--- src/rtl/evt_pkg.sv ---
package evt_pkg;
  localparam int RATE_W = 2;
  typedef enum logic [RATE_W-1:0] {
    RATE_CONT = 2'd0,
    RATE_QTR  = 2'd1,
    RATE_HALF = 2'd2,
    RATE_SEC  = 2'd3
  } rate_e;
endpackage

--- src/rtl/evt_rate_sel.sv ---
module evt_rate_sel
  import evt_pkg::*;
#(
  parameter int NUM_STROBES = 3
) (
  input  logic [RATE_W-1:0]      rate_i,
  input  logic [NUM_STROBES-1:0] strobe_i,
  output logic                   tick_o
);
  localparam int NUM_TAPS = 2**RATE_W;
  logic [NUM_TAPS-1:0] taps;

  for (genvar k = 0; k < NUM_TAPS; k++) begin : g_tap
    if (k == 0) begin : g_cont
      assign taps[k] = 1'b1;
    end else if (k <= NUM_STROBES) begin : g_strb
      assign taps[k] = strobe_i[k-1];
    end else begin : g_none
      assign taps[k] = 1'b0;
    end
  end

  assign tick_o = taps[rate_i];
endmodule

--- src/rtl/evt_qualify.sv ---
module evt_qualify (
  input  logic clk_i,
  input  logic rst_ni,
  input  logic pin_i,
  input  logic active_i,
  input  logic tick_i,
  input  logic filt_en_i,
  output logic hit_o
);
  logic gated;
  logic prev_hi_q;

  // line is gated off whenever detection is inactive
  assign gated = pin_i & active_i;
  assign hit_o = tick_i & gated & (~filt_en_i | prev_hi_q);

  always_ff @(posedge clk_i or negedge rst_ni) begin
    if (!rst_ni)       prev_hi_q <= 1'b0;
    else if (!active_i) prev_hi_q <= 1'b0;
    else if (tick_i)   prev_hi_q <= gated;
  end
endmodule

--- src/rtl/evt_capture.sv ---
module evt_capture #(
  parameter int FIELD_W    = 8,
  parameter int NUM_FIELDS = 6,
  localparam int TIME_W    = FIELD_W * NUM_FIELDS
) (
  input  logic              clk_i,
  input  logic              rst_ni,
  input  logic              hit_i,
  input  logic              clr_i,
  input  logic [TIME_W-1:0] time_i,
  output logic              flag_o,
  output logic [TIME_W-1:0] stamp_o
);
  logic flag_q;
  logic load;

  // first event since the last clear; a clear on the same edge re-arms
  assign load = hit_i & (~flag_q | clr_i);

  always_ff @(posedge clk_i or negedge rst_ni) begin
    if (!rst_ni)    flag_q <= 1'b0;
    else if (hit_i) flag_q <= 1'b1;
    else if (clr_i) flag_q <= 1'b0;
  end

  for (genvar f = 0; f < NUM_FIELDS; f++) begin : g_field
    logic [FIELD_W-1:0] fld_q;
    always_ff @(posedge clk_i or negedge rst_ni) begin
      if (!rst_ni)   fld_q <= '0;
      else if (load) fld_q <= time_i[f*FIELD_W +: FIELD_W];
    end
    assign stamp_o[f*FIELD_W +: FIELD_W] = fld_q;
  end

  assign flag_o = flag_q;
endmodule

--- src/rtl/evt_stamp_top.sv ---
module evt_stamp_top
  import evt_pkg::*;
#(
  parameter int NUM_STROBES = 3,
  parameter int FIELD_W     = 8,
  parameter int NUM_FIELDS  = 6,
  localparam int TIME_W     = FIELD_W * NUM_FIELDS
) (
  input  logic                   clk_i,
  input  logic                   rst_ni,
  input  logic                   evt_pin_i,
  input  logic [NUM_STROBES-1:0] strobe_i,
  input  logic [TIME_W-1:0]      time_i,
  input  logic                   det_en_i,
  input  logic                   batt_allow_i,
  input  logic                   on_batt_i,
  input  logic [RATE_W-1:0]      rate_sel_i,
  input  logic                   filt_en_i,
  input  logic                   out_en_i,
  input  logic                   freeze_en_i,
  input  logic                   clr_we_i,
  input  logic                   clr_data_i,
  output logic                   evt_flag_o,
  output logic [TIME_W-1:0]      stamp_o,
  output logic                   det_no,
  output logic                   freeze_o
);
  logic active, tick, hit, clr;

  assign active = det_en_i & (~on_batt_i | batt_allow_i);
  assign clr    = clr_we_i & ~clr_data_i;

  evt_rate_sel #(.NUM_STROBES(NUM_STROBES)) u_rate (
    .rate_i   (rate_sel_i),
    .strobe_i (strobe_i),
    .tick_o   (tick)
  );

  evt_qualify u_qual (
    .clk_i     (clk_i),
    .rst_ni    (rst_ni),
    .pin_i     (evt_pin_i),
    .active_i  (active),
    .tick_i    (tick),
    .filt_en_i (filt_en_i),
    .hit_o     (hit)
  );

  evt_capture #(.FIELD_W(FIELD_W), .NUM_FIELDS(NUM_FIELDS)) u_cap (
    .clk_i   (clk_i),
    .rst_ni  (rst_ni),
    .hit_i   (hit),
    .clr_i   (clr),
    .time_i  (time_i),
    .flag_o  (evt_flag_o),
    .stamp_o (stamp_o)
  );

  assign det_no   = ~(evt_flag_o & out_en_i);
  assign freeze_o = evt_flag_o & freeze_en_i;
endmodule

--- config.mk ---
export PLATFORM = sky130hd
export DESIGN_NAME = evt_stamp_top
export DESIGN_NICKNAME = d
export VERILOG_FILES = /design/src/rtl/evt_pkg.sv /design/src/rtl/evt_rate_sel.sv /design/src/rtl/evt_qualify.sv /design/src/rtl/evt_capture.sv /design/src/rtl/evt_stamp_top.sv
export SDC_FILE = /design/constraint.sdc
export NUM_CORES = 1
export LEC_CHECK = 0
export BUFFER_PORTS_ARGS = -buffer_cell sky130_fd_sc_hd__buf_2
export CAP_MARGIN = 20
export CORE_MARGIN = 2
export CORE_UTILIZATION = 32
export DETAILED_ROUTE_END_ITERATION = 12
export GPL_TIMING_DRIVEN = 0
export PLACE_DENSITY = 0.69
export SLEW_MARGIN = 20
export SYNTH_ARGS = -nofsm -noshare
export SYNTH_HDL_FRONTEND = slang
export SYNTH_HIERARCHICAL = 1
export SYNTH_SLANG_ARGS = --single-unit
--- constraint.sdc ---
create_clock -name clk_i -period 1.5 [get_ports clk_i]
set_input_delay 0.225 -clock clk_i [delete_from_list [all_inputs] [get_ports clk_i]]
set_output_delay 0.225 -clock clk_i [all_outputs]
set_load 0.1 [all_outputs]
### After elaboration in Yosys (flattened, before gate mapping)

Cells that the tools add are included.

| operators by class | value |
|---|---|
| mux-type cells | 6 |
| $mul | 0 |
| equal/unequal tests | 1 |
| reductions and logical operators | 1 |
| bitwise logic cells | 16 |
| add/subtract/negate cells | 0 |
| $lt $le $gt $ge | 1 |
| div/mod/pow operators | 0 |
| shifts and indexed selects | 0 |

Operators with widths:

| operator | count |
|---|---|
| 1-bit AND | 8 |
| 1-bit two-way mux | 5 |
| 1-bit NOT | 5 |
| 2-bit by 3-bit < comparator with 1-bit output, second input constant | 1 |
| 1-bit OR | 3 |
| 1-bit binary-select mux with 2-bit select | 1 |
| 2-bit != test, second input constant | 1 |
| 2-bit nonzero test | 1 |

| storage, ports and cells | value |
|---|---|
| input port bits | 64 |
| bits in latches | 0 |
| memories kept | 0 |
| word-level logic and storage cells | 33 |
| memory bits (writable) | 0 |
| bits in read-only memories | 0 |
| register bits after elaboration | 50 |

### Depth between registers and ports, before layout

| logic depth | value |
|---|---|
| word-level depth | 7 |
| gate-level depth with buffers | 8 |
| depth with buffers taken out | 6 |

### Cells and area by module

Netlist, hierarchy kept.

Modules (own cells, without submodules):

| module | instances | area an instance (sq um) | cells an instance |
|---|---|---|---|
| evt_capture | 1 | 1,911.8 | 105 |
| evt_qualify | 1 | 55.1 | 6 |
| evt_rate_sel | 1 | 27.5 | 3 |
| evt_stamp_top | 1 | 27.5 | 5 |

### Worst setup path before layout

OpenSTA, ideal clock, no wires.

| timing path | value |
|---|---|
| kind | register to output |
| start point | register u_cap.flag_q, in the netlist u_cap/flag_o |
| end point | output port freeze_o |
| stages on the path, launching flop included | 2 |
| data arrival time | 1.841 ns |
| setup slack | -0.566 ns |
| path buffers | 0 |
| path through | dfrtp_1 and2_1 |

| between the ends | value |
|---|---|
| word-level cells in the longest chain between the ends | 1 |

RTL lines:

| element | line | text |
|---|---|---|
| from (decl) | evt_capture.sv:14 | `logic flag_q;` |
| from (signal assigned) | evt_capture.sv:21 | `if (!rst_ni) flag_q <= 1'b0;` |
| from (signal assigned) | evt_capture.sv:22 | `else if (hit_i) flag_q <= 1'b1;` |
| from (signal assigned) | evt_capture.sv:23 | `else if (clr_i) flag_q <= 1'b0;` |
| 1-bit AND | evt_stamp_top.sv:60 | `assign freeze_o = evt_flag_o & freeze_en_i;` |
| to (decl) | evt_stamp_top.sv:26 | `output logic freeze_o` |

No other way between the ends.

### Worst setup path after layout

Ends and elaborated chain as after synthesis.

==> out/qor.yml <==
start_util: 0.336
cts.htree.levels: 2
cts_setup_buffers: 0
clock_latency_ns: 0.30
die_w_um: 83.5
track_usage: 0.118
finalCritPeriodShare: 0.956
synth.cell_area_sq_mm: 0.00202
cts.clk_slew.worst_paths_ns: 0.10
grt_overflow: 0
final_cell_mix: "113 x buf_2, 49 x dfrtp_1, 28 x mux2_2"
n_fill_cell: 549
route.detailed.vias_per_inst: 4.39
synth-seq-cells: 50
placed_area_sq_mm: 0.00270
die_y_um: 83.5
die-area_sq_mm: 0.00697
pin_count: 115
critPathLaunchType: "flip-flop"
finalCriticalPeriod_ns: 1.43
cts.sinks: 50
grt_max_degree: 51
gp_congestion: 0.769
drive_gt1_frac: 0.756
path_max_fanout: 4
utilization: 0.467
rsz0062_at_grt: "no"
netlist_instances: 119
fin_hold_ws_ns: 0.147
grt_pass1_vias: 1423
numCtsBuffers: 5
drc: 0
endpoint_kind: "primary output"
worstMarginPinSlew_ns: 0.617
drt_first_iter_violations: 47
layout.nets: 305
syn_avg_cell_area_sq_um: 17.0
hold_class: "input port to flip-flop"
status: "finished, final reports clean"
stdcell_area_sq_mm: 0.00281
antenna_found_initial: 0
synth.distinct_cells: 17
ys_warn_count: 6
antenna_cells: 0
rows: 28
port_buffers: 114
maxSlewViolCount: 0
layout_setup_ws_ns: 0.0659
wl_per_cell_um: 12.6
synth_nets: 183
criticalPathCategory: "flip-flop to primary output"
pre_cts_ws_ns: -0.237
max_stage_delay_ns: 0.51
required_ns: 1.27
cp_slowest_cell: "dfrtp_4"
ant_nets: 0
cts_tree: "built"
clockBufferDepth: 2
postRouteWirelength_um: 4000
setup_viol: 0
clock.fmax_mhz: 697
core-area_sq_mm: 0.00603
critical_path_arrival_ns: 1.21
grt_pass1_wl_um: 6680
root_buffer: "clkbuf_8"
area_delta_synth_final_pct: 39.1
firstDrtPassIters: 4
clock_skew_ns: 0.00996
synth_seq_area_share: 0.619
crit_chain: "and2_2 > buf_4"
hold_viol_final: 0
relSlewSlack: 0.589
layout_commonest_cell: "buf_2"
route.vias.total: 1391
cap_violations: 0
## flip-flops by register name, summed over array words and instances, names as in the netlist
signal               count
u_cap/flag_o             1
u_cap/g_field.fld_q     48
u_qual/prev_hi_q         1
## cells by family after synthesis
logic type             synth area share
and+or+nand+nor                  0.0328
muxes                             0.314
AOI/OAI and AO/OA               0.00866
DFF                               0.619
buffers and inverters            0.0254
## cell usage after synthesis (all sizes together)
| library cell | number | area [sq um] |
|---|---|---|
| inv | 2 | 7.51 |
| nand2b | 2 | 20.0 |
| dfrtp | 50 | 1250 |
| nand3 | 1 | 5.00 |
| nor3b | 1 | 12.5 |
| a21oi | 2 | 10.0 |
| mux2 | 48 | 616 |
| nor2b | 2 | 12.5 |
| mux2i | 2 | 20.0 |
| buf | 5 | 43.8 |
| a21boi | 1 | 7.51 |
| and2 | 1 | 6.26 |
| nand2 | 2 | 10.0 |
## critical path: cells and delay by family, from the launching register on
family	cells	cell delay, ns
buf+inv	1	0.23
flops	1	0.51
simple gates	1	0.18
## repair_timing
| action | 4_1_cts | 5_1_grt |
|---|---|---|
| setup endpoints to repair | 2 | 0 |
| endpoints found under the hold margin | 0 | 50 |
| resized for setup | 2 | 0 |
| hold buffers | 0 | 1 |
## path summary, 6_finish.rpt
kind / start / depth (start not counted) / to / slack [ns]
hold reg to reg: u_cap/g_field[3].fld_q[3] / 1 / u_cap/g_field[3].fld_q[3] / 0.51
setup reg to reg: u_cap/flag_o / 5 / u_cap/g_field[0].fld_q[4] / 0.10
setup / recovery: u_cap/flag_o / 2 / freeze_o / 0.07
hold / removal: time_i[19] / 2 / u_cap/g_field[2].fld_q[3] / 0.15
max in group asynchronous: rst_ni / 2 / u_cap/flag_o / 0.54
min in group asynchronous: rst_ni / 2 / u_cap/g_field[4].fld_q[2] / 0.47
## layer usage
metal	global-route usage	part of all wire
met5	0	0
met4	0.0455	0.025
met3	0.0297	0.068
met2	0.197	0.49
met1	0.147	0.42
## cell type report
class | instances | area, sq um | area share
flip-flops and latches | 50 | 1250 | 0.446
multi-input cells | 62 | 731 | 0.260
repair buffers | 115 | 588 | 0.209
well taps | 75 | 93.8 | 0.0334
clock buffers | 5 | 68.8 | 0.0245
plain buffers | 5 | 43.8 | 0.0156
clock inverters | 3 | 25.0 | 0.00890
inverters | 2 | 7.51 | 0.00267
## stage by stage
stage	instances	TNS, ns
CTS	316	0
floorplan	119	-0.00526
detailed placement	308	-7.40
finish	317	0
global route	317	0
global placement	308	-6.30
Power is not shown: default switching activity piles up to over one toggle a cycle in this logic, so the estimate is an artifact.
